$ cat src/rtl/ipcs_pkg.sv
package ipcs_pkg;
    localparam int WORD_W  = 16;
    localparam int NIB_W   = 4;
    localparam int IN_LSB  = 0;
    localparam int OUT_LSB = 8;
    localparam int REQ_BIT = 13;
    localparam int IE_BIT  = 14;

    typedef struct packed {
        logic             ie;
        logic [NIB_W-1:0] nib;
    } side_t;

    typedef struct packed {
        side_t side_a;
        side_t side_b;
        logic  irq_a;
        logic  irq_b;
    } link_st_t;
endpackage

$ cat src/rtl/ipcs_match.sv
module ipcs_match #(
    parameter int          ADDR_W = 32,
    parameter logic [31:0] MATCH  = 32'h0400_0180
) (
    input  logic [ADDR_W-1:0] addr,
    input  logic              wr,
    output logic              hit,
    output logic              wr_hit
);
    localparam logic [ADDR_W-1:0] MATCH_W = MATCH[ADDR_W-1:0];

    always_comb begin
        hit    = (addr == MATCH_W);
        wr_hit = hit & wr;
    end
endmodule

$ cat src/rtl/ipcs_view.sv
module ipcs_view
    import ipcs_pkg::*;
(
    input  ipcs_pkg::side_t    own,
    input  logic [NIB_W-1:0]   peer_nib,
    input  logic               hit,
    output logic [WORD_W-1:0]  word,
    output logic [WORD_W-1:0]  rdata
);
    always_comb begin
        word = '0;
        word[IN_LSB  +: NIB_W] = peer_nib;
        word[OUT_LSB +: NIB_W] = own.nib;
        word[IE_BIT]           = own.ie;
        rdata = hit ? word : '0;
    end
endmodule

$ cat src/rtl/ipcs_link.sv
module ipcs_link
    import ipcs_pkg::*;
#(
    parameter int          ADDR_W    = 32,
    parameter logic [31:0] SYNC_ADDR = 32'h0400_0180
) (
    input  logic              clk,
    input  logic              rst_n,
    input  logic [ADDR_W-1:0] a_addr,
    input  logic              a_wr,
    input  logic [15:0]       a_wdata,
    output logic [15:0]       a_rdata,
    output logic              a_irq,
    input  logic [ADDR_W-1:0] b_addr,
    input  logic              b_wr,
    input  logic [15:0]       b_wdata,
    output logic [15:0]       b_rdata,
    output logic              b_irq
);
    localparam int SIDES = 2;

    logic [ADDR_W-1:0] addr_s  [SIDES];
    logic              wr_s    [SIDES];
    logic              hit_s   [SIDES];
    logic              wrhit_s [SIDES];
    logic [WORD_W-1:0] word_s  [SIDES];
    logic [WORD_W-1:0] rd_s    [SIDES];
    side_t             own_s   [SIDES];
    logic [NIB_W-1:0]  peer_s  [SIDES];

    link_st_t st_q, st_d;

    always_comb begin
        addr_s[0] = a_addr;
        addr_s[1] = b_addr;
        wr_s[0]   = a_wr;
        wr_s[1]   = b_wr;
        own_s[0]  = st_q.side_a;
        own_s[1]  = st_q.side_b;
        peer_s[0] = st_q.side_b.nib;
        peer_s[1] = st_q.side_a.nib;
    end

    for (genvar i = 0; i < SIDES; i++) begin : g_side
        ipcs_match #(.ADDR_W(ADDR_W), .MATCH(SYNC_ADDR)) u_match (
            .addr   (addr_s[i]),
            .wr     (wr_s[i]),
            .hit    (hit_s[i]),
            .wr_hit (wrhit_s[i])
        );
        ipcs_view u_view (
            .own      (own_s[i]),
            .peer_nib (peer_s[i]),
            .hit      (hit_s[i]),
            .word     (word_s[i]),
            .rdata    (rd_s[i])
        );
    end

    always_comb begin
        st_d       = st_q;
        st_d.irq_a = 1'b0;
        st_d.irq_b = 1'b0;
        if (wrhit_s[0]) begin
            st_d.side_a.ie  = a_wdata[IE_BIT];
            st_d.side_a.nib = a_wdata[OUT_LSB +: NIB_W];
            st_d.irq_b      = a_wdata[REQ_BIT] & st_q.side_b.ie;
        end
        if (wrhit_s[1]) begin
            st_d.side_b.ie  = b_wdata[IE_BIT];
            st_d.side_b.nib = b_wdata[OUT_LSB +: NIB_W];
            st_d.irq_a      = b_wdata[REQ_BIT] & st_q.side_a.ie;
        end
    end

    always_ff @(posedge clk) begin
        if (!rst_n) st_q <= '0;
        else        st_q <= st_d;
    end

    assign a_rdata = rd_s[0];
    assign b_rdata = rd_s[1];
    assign a_irq   = st_q.irq_a;
    assign b_irq   = st_q.irq_b;

    AST_PEER_NIB_A: assert property (@(posedge clk) disable iff (!rst_n)
        wrhit_s[0] |=> word_s[1][IN_LSB +: NIB_W] == $past(a_wdata[OUT_LSB +: NIB_W]));
    AST_PEER_NIB_B: assert property (@(posedge clk) disable iff (!rst_n)
        wrhit_s[1] |=> word_s[0][IN_LSB +: NIB_W] == $past(b_wdata[OUT_LSB +: NIB_W]));
    AST_OWN_IN_KEEP: assert property (@(posedge clk) disable iff (!rst_n)
        (wrhit_s[0] && !wrhit_s[1]) |=> $stable(word_s[0][IN_LSB +: NIB_W]));
    AST_IDLE_STABLE: assert property (@(posedge clk) disable iff (!rst_n)
        (!wrhit_s[0] && !wrhit_s[1]) |=> ($stable(word_s[0]) && $stable(word_s[1])));
    AST_REQ_GATED: assert property (@(posedge clk) disable iff (!rst_n)
        (wrhit_s[0] && a_wdata[REQ_BIT] && !word_s[1][IE_BIT]) |=> !b_irq);
    AST_REQ_PULSE: assert property (@(posedge clk) disable iff (!rst_n)
        (wrhit_s[1] && b_wdata[REQ_BIT] && word_s[0][IE_BIT]) |=> a_irq);
endmodule

$ cat config.mk
export PLATFORM = sky130hd
export DESIGN_NAME = ipcs_link
export DESIGN_NICKNAME = d
export VERILOG_FILES = /design/src/rtl/ipcs_pkg.sv /design/src/rtl/ipcs_match.sv /design/src/rtl/ipcs_view.sv /design/src/rtl/ipcs_link.sv
export SDC_FILE = /design/constraint.sdc
export NUM_CORES = 1
export LEC_CHECK = 0
export ABC_AREA = 1
export BUFFER_PORTS_ARGS = -buffer_cell sky130_fd_sc_hd__buf_2
export CORE_MARGIN = 2
export CORE_UTILIZATION = 35
export DETAILED_ROUTE_END_ITERATION = 8
export PLACE_DENSITY_LB_ADDON = 0.15
export SYNTH_ARGS = -nofsm -noshare
export SYNTH_HDL_FRONTEND = slang
export SYNTH_SLANG_ARGS = --single-unit
export TNS_END_PERCENT = 20
$ cat constraint.sdc
create_clock -name clk -period 0.9 [get_ports clk]
set_input_delay 0.09 -clock clk [delete_from_list [all_inputs] [get_ports clk]]
set_output_delay 0.09 -clock clk [all_outputs]
set_load 0.01 [all_outputs]
==> results_dict.tcl, run 1 <==
set metrics [dict create \
    p_per_area_nw_per_um2 680 \
    clk_path_buf_depth 2 \
    ir_drop_mv 0.341 \
    port_buffers 99 \
    synth_top_area_share_pct 33.8 \
    rsz0062_at_grt "true" \
    rows 21 \
    hold_class "in -> reg" \
    grt_pass1_vias 1416 \
    ant_nets 0 \
    clock_latency_ps 270 \
    p_leak_nw 0.911 \
    seqPwrFrac_pct 43.6 \
    wl_mm 3.18 \
    worstPathMaxFanout 9 \
    syn_inst 246 \
    core_sq_um 3340 \
    worst_ep_required_time_ps 810 \
    fillerInstances 370 \
    synth_edf_count 0 \
    hold_buffers 0 \
    crit_path_start_kind "input pin" \
    cts_root_buf "clkbuf_4" \
    antennaDiodeCount 0 \
    synth_compound_gate_area_share_pct 4.10 \
    floorplan.initialDensity_pct 36.6 \
    final_area_sq_um 1790 \
    grt_max_degree 13 \
    clock_skew_ps 5.34 \
    synthDistinctLibCells 13 \
    synth_area_leaders "nor2_1, dfxtp_1, nand2_1, buf_4, inv_1" \
    area_growth_pct 46.5 \
    synth_xor_xnor_area_share_pct 0 \
    cts.clk_slew.worst_paths_ps 70 \
    setup_slack_ps -189 \
    violations "setup timing" \
    place_area_sq_um 1720 \
    power_switching_mw 0.352 \
    die_x_um 63.1 \
    cts_setup_buffers 0 \
    placedCellCount 389 \
    p_clk_share_pct 26.3 \
    fp.dieH_um 63.1 \
    grt.overflow.total 0 \
    synth_adder_area_share_pct 0 \
    pre_cts_ws_ps -210 \
    p_sw_share_pct 28.9 \
    setup_violations 18 \
    reg2reg_slack_ps 300 \
    crit_type "in -> out" \
    gp_congestion 0.768 \
    dieArea_sq_um 3980 \
    wire_per_inst_um 8.11 \
    p_comb_share_pct 30.2 \
    fin_crit_ps 1090 \
    drc 0 \
    yosysSeqAreaShare_pct 19.7 \
    synthSimpleGateAreaFrac_pct 57.6 \
    top_level_ports 134 \
    maxClockFrequency_mhz 918 \
    drv_cap 0 \
    slew_viol_final 0 \
    synth_area_sq_um 1220 \
    outcome "finished with violations" \
    synth_top_area_cell "nor2_1" \
    synth_top_flop_cell "dfxtp_1" \
    grt_pass1_wl_mm 5.45 \
    synth_top_family_by_area "simple AND/OR/NAND/NOR gates" \
    avgSynthCellArea_sq_um 4.96 \
    cts_tree "built" \
    period_share_pct 121 \
    finalHoldViolCount 0 \
    vias 1631 \
    antenna_found_initial 0 \
    drt_iter0_drc 79 \
    drt_first_pass_iters 4 \
    fin_cells 392 \
    async_flop_share_pct 0 \
    track_usage_pct 16.2 \
    ys_warn_count 0 \
    synthMuxAreaShare_pct 0 \
    ys_ff_latch 12 \
    vias_per_cell 4.16 \
    worst_ep_arrival_time_ps 1000 \
    cts_inserted_buffers 3 \
    clock-sinks 12 \
    crit_path_end_kind "primary output" \
    yosys.cell_count.top_type "nor2_1" \
    synth_commonest_cells "nor2_1, nand2_1, inv_1" \
    layout-drive-gt1-share_pct 34.1 \
    htree_levels 1 \
    hpwl_mm 2.70 \
    intPower_mw 0.865 \
    nNetsFinal 448 \
]
cell type report:
| class | count | area, sq um | area share (%) |
|---|---|---|---|
| Clock buffer | 3 | 22.5 | 1.26 |
| Inverter | 28 | 110 | 6.15 |
| Sequential cell | 12 | 240 | 13.4 |
| Multi-Input combinational cell | 202 | 836 | 46.7 |
| Tap cell | 46 | 57.6 | 3.22 |
| Timing Repair Buffer | 101 | 523 | 29.2 |
critical path, stage by stage:
cell	delay [ps]
buf_2	110
nor2_1	100
nand2_1	60
nor2_1	90
nand2_1	100
nor2_4	150
inv_4	80
nor2_1	90
buf_2	130
sequential cells by signal, indices dropped and copies added (netlist names):
| signal | count |
|---|---|
| own_s | 10 |
| a_irq | 1 |
| b_irq | 1 |
layout by cell type (no fill, tap or decap):
cell,n
nor2_1,102
buf_4,2
conb_1,14
nand3_1,12
buf_2,97
nor2_2,8
nand2_1,52
dfxtp_1,12
inv_4,2
nor2_4,4
buf_6,2
inv_1,26
a21oi_1,10
clkbuf_4,3
through the flow:
stage,hold WS [ps],power (mW),util (%),setup TNS [ps]
floorplan,232,0.737,-,-171
global placement,344,0.899,51.5,-4730
detailed placement,351,0.900,51.5,-5120
CTS,57.7,1.23,52.7,-2910
global route,71.3,1.31,53.6,-4850
finish,62.6,1.22,53.6,-3120
timing repair:
item,CTS,global route
resized for setup,4,10
endpoints found under the hold margin,0,0
gates cloned,0,0
pin swaps,4,7
setup endpoints to repair,18,25
cells by family after synthesis:
kind of cell	after synthesis
AND/OR/NAND/NOR	178
buffers and inverters	45
other	1
AO/OA/AOI/OAI	10
flip-flops	12
power by group through the flow:
stage,Sequential (mW),Combinational (mW),Clock (mW)
after global placement,0.543,0.356,0
after floorplan,0.543,0.194,0
after CTS,0.530,0.364,0.333
after detailed placement,0.543,0.357,0
final,0.530,0.367,0.320
after global routing,0.530,0.421,0.356
path summary, 6_finish.rpt:
path,from,end,depth (start not counted)
max,a_addr[2],a_rdata[0],9
max reg2reg,own_s[4],b_irq,2
min,b_wdata[13],a_irq,3
min reg2reg,own_s[9],a_irq,2
layer usage:
layer	GRT usage [%]	vias to the layer above	routed length, um
li1	-	903	-
met1	18.7	656	1340
met2	30.3	70	1550
met3	3.57	2	278
met4	3.33	0	15
met5	0	-	0
No activity file was read; power rests on OpenSTA's default activity.
==> run 2, diff against run 1 <==
--- a/config.mk
+++ b/config.mk
@@ -7,8 +7,10 @@
 export LEC_CHECK = 0
 export ABC_AREA = 1
 export BUFFER_PORTS_ARGS = -buffer_cell sky130_fd_sc_hd__buf_2
+export CELL_PAD_IN_SITES_DETAIL_PLACEMENT = 0
+export CELL_PAD_IN_SITES_GLOBAL_PLACEMENT = 2
 export CORE_MARGIN = 2
-export CORE_UTILIZATION = 35
+export CORE_UTILIZATION = 13
 export DETAILED_ROUTE_END_ITERATION = 8
 export PLACE_DENSITY_LB_ADDON = 0.15
 export SYNTH_ARGS = -nofsm -noshare
==> constraint.sdc (replaced) <==
create_clock -name clk -period 0.9 [get_ports clk]
set_input_delay 0.135 -clock clk [delete_from_list [all_inputs] [get_ports clk]]
set_output_delay 0.135 -clock clk [all_outputs]
set_load 0.01 [all_outputs]
==> run 2 against run 1 <==
  * The run still ends with setup timing left
  * Non-clock buffer count is 1 higher
  * Cell count up 17%
  * Flip-flop and latch count is the same
  * Via count up 0.49%
  * Core utilization fell by 32 points
  * Fmax fell by 11%
  * Critical endpoint is now a_rdata[11]
  * Highest routed layer unchanged
==> results_dict.tcl, run 2 (synthesized netlist as in run 1, its figures left out) <==
set metrics [dict create \
    critPathMostFrequentCell "nor2_4" \
    crit_path_start_kind "input pin" \
    setup_tns_ps -5320 \
    reg2regPathDepth 3 \
    violations "setup timing" \
    vias_per_cell 3.58 \
    largest_register_ffs 10 \
    pre_cts_ws_ps -360 \
    final_common_cell "buf_2" \
    intPower_mw 1.01 \
    ant_nets 0 \
    cp_cell_sequence "buf_2 -> nor2_4 -> nand2_1 -> nor2_2 -> nand2_1 -> nor2_4 -> inv_6 -> nor2_4 -> buf_2" \
    dieArea_sq_um 10200 \
    layout-drive-gt1-share_pct 41.2 \
    cp_top_family "simple AND/OR/NAND/NOR gates" \
    grt_pass1_wl_mm 7.10 \
    area_growth_pct 61.4 \
    grt_pass1_vias 1656 \
    htree_levels 1 \
    hold_class "in -> reg" \
    hold_depth 3 \
    multiInputGateArea_sq_um 913 \
    clock_skew_ps 0.0716 \
    clk_path_buf_depth 2 \
    reg2reg_slack_ps 200 \
    wl_mm 4.27 \
    seqPwrFrac_pct 37.8 \
    hp-start "b_wdata[13]" \
    worst_ep_required_time_ps 760 \
    gp_congestion 0.692 \
    p_clk_share_pct 35.0 \
    port_buffers 99 \
    rsz0062_at_grt "true" \
    p_per_area_nw_per_um2 714 \
    clock_latency_ps 240 \
    setup_violations 23 \
    power_switching_mw 0.401 \
    finalHoldViolCount 0 \
    worst_path_max_delay_cell "nor2_4" \
    drt_iter0_drc 43 \
    floorplan.initialDensity_pct 13.3 \
    rows 35 \
    slew_viol_final 0 \
    fillerInstances 1107 \
    antennaDiodeCount 0 \
    worst_ep_arrival_time_ps 1090 \
    fp.dieH_um 101 \
    drv_cap 0 \
    busiest_layer "met2" \
    cts_inserted_buffers 3 \
    timing.rr.start "own_s[9]" \
    utilization_pct 21.4 \
    crit_path_end_kind "primary output" \
    worstPathMaxFanout 9 \
    final_cell_mix "buf_2, nor2_1, nand2_1" \
    track_usage_pct 8.65 \
    drc 0 \
    outcome "finished with violations" \
    critical-path-max-stage-delay_ps 180 \
    cts.clk_slew.worst_paths_ps 50 \
    grt_use_met1_pct 9.50 \
    vias 1639 \
    crit_type "in -> out" \
    worstSetupPathDepth 9 \
    wire_per_inst_um 9.32 \
    drt_first_pass_iters 4 \
    core_sq_um 9200 \
    cts_setup_buffers 0 \
    hpwl_mm 3.81 \
    reg2reg_to "own_s[9]" \
    register_area_sq_um 240 \
    hold_slack_ps 139 \
    cp.buffers_inverters 3 \
    die_x_um 101 \
    nNetsFinal 449 \
    cts_root_buf "clkbuf_8" \
    setup_slack_ps -322 \
    hold_buffers 0 \
    grtUsageMet3_pct 2.43 \
    grt_use_met2_pct 16.7 \
    hold-path-endpoint "a_irq" \
    p_leak_nw 0.929 \
    maxClockFrequency_mhz 818 \
    grt.overflow.total 0 \
    fin_crit_ps 1220 \
    antenna_found_initial 0 \
    clock-sinks 12 \
    cts_tree "built" \
    p_comb_share_pct 27.2 \
    ir_drop_mv 0.346 \
    top_level_ports 134 \
    grt_max_degree 13 \
    p_sw_share_pct 28.5 \
    period_share_pct 136 \
]
run 2: cell types whose count changed in the layout (fill, tap and decap cells not counted), moves of 3 or more:
| cell | previous run | this run |
|---|---|---|
| nor2_2 | 8 | 25 |
| clkbuf_8 | 0 | 3 |
| clkbuf_4 | 3 | 0 |
| nor2_4 | 4 | 8 |
| nor2_1 | 102 | 81 |
run 2: worst max-delay path by stage:
stage	startpoint	to	slack (ps)
final	a_addr[29]	a_rdata[11]	-320
after CTS	a_addr[15]	a_rdata[11]	-360
after global routing	b_addr[23]	b_rdata[11]	-440
after detailed placement	a_addr[29]	a_rdata[11]	-360
after global placement	a_addr[29]	a_rdata[11]	-340
after floorplan	b_addr[23]	b_rdata[0]	-80
run 2: layer usage:
layer	routed length, um	vias up
li1	-	905
met1	1770	668
met3	342	2
met2	2140	64
met4	14	0
met5	0	-
run 2: repair_timing:
| item | in CTS | in global routing |
|---|---|---|
| endpoints found under the setup margin | 28 | 30 |
| cloned | 0 | 0 |
| pin swaps | 3 | 11 |
| resized for setup | 2 | 12 |
run 2: through the flow:
stage | std cells | power (mW) | cell area, sq um
global route | 458 | 1.51 | 1970
finish | 458 | 1.41 | 1970
floorplan | 259 | 0.742 | 1350
detailed placement | 455 | 0.926 | 1890
global placement | 455 | 0.931 | 1890
CTS | 458 | 1.43 | 1940
run 2: cell type report:
class,count,area share [%]
Clock buffer,3,2.10
Inverter,28,5.84
Multi-Input combinational cell,202,46.3
Tap cell,111,7.05
Timing Repair Buffer,102,26.5
Sequential cell,12,12.2
run 2: power groups by stage:
| stage | Sequential (mW) | Clock [mW] | Combinational (mW) |
|---|---|---|---|
| CTS | 0.531 | 0.512 | 0.384 |
| global route | 0.531 | 0.537 | 0.444 |
| global placement | 0.543 | 0 | 0.388 |
| detailed placement | 0.543 | 0 | 0.383 |
| floorplan | 0.543 | 0 | 0.199 |
| finish | 0.532 | 0.492 | 0.383 |
run 2: worst reg2reg max path, cell delays in order (launching register included):
cell	delay, ps
dfxtp_1	310
buf_4	130
a21oi_1	110
nor2_1	50
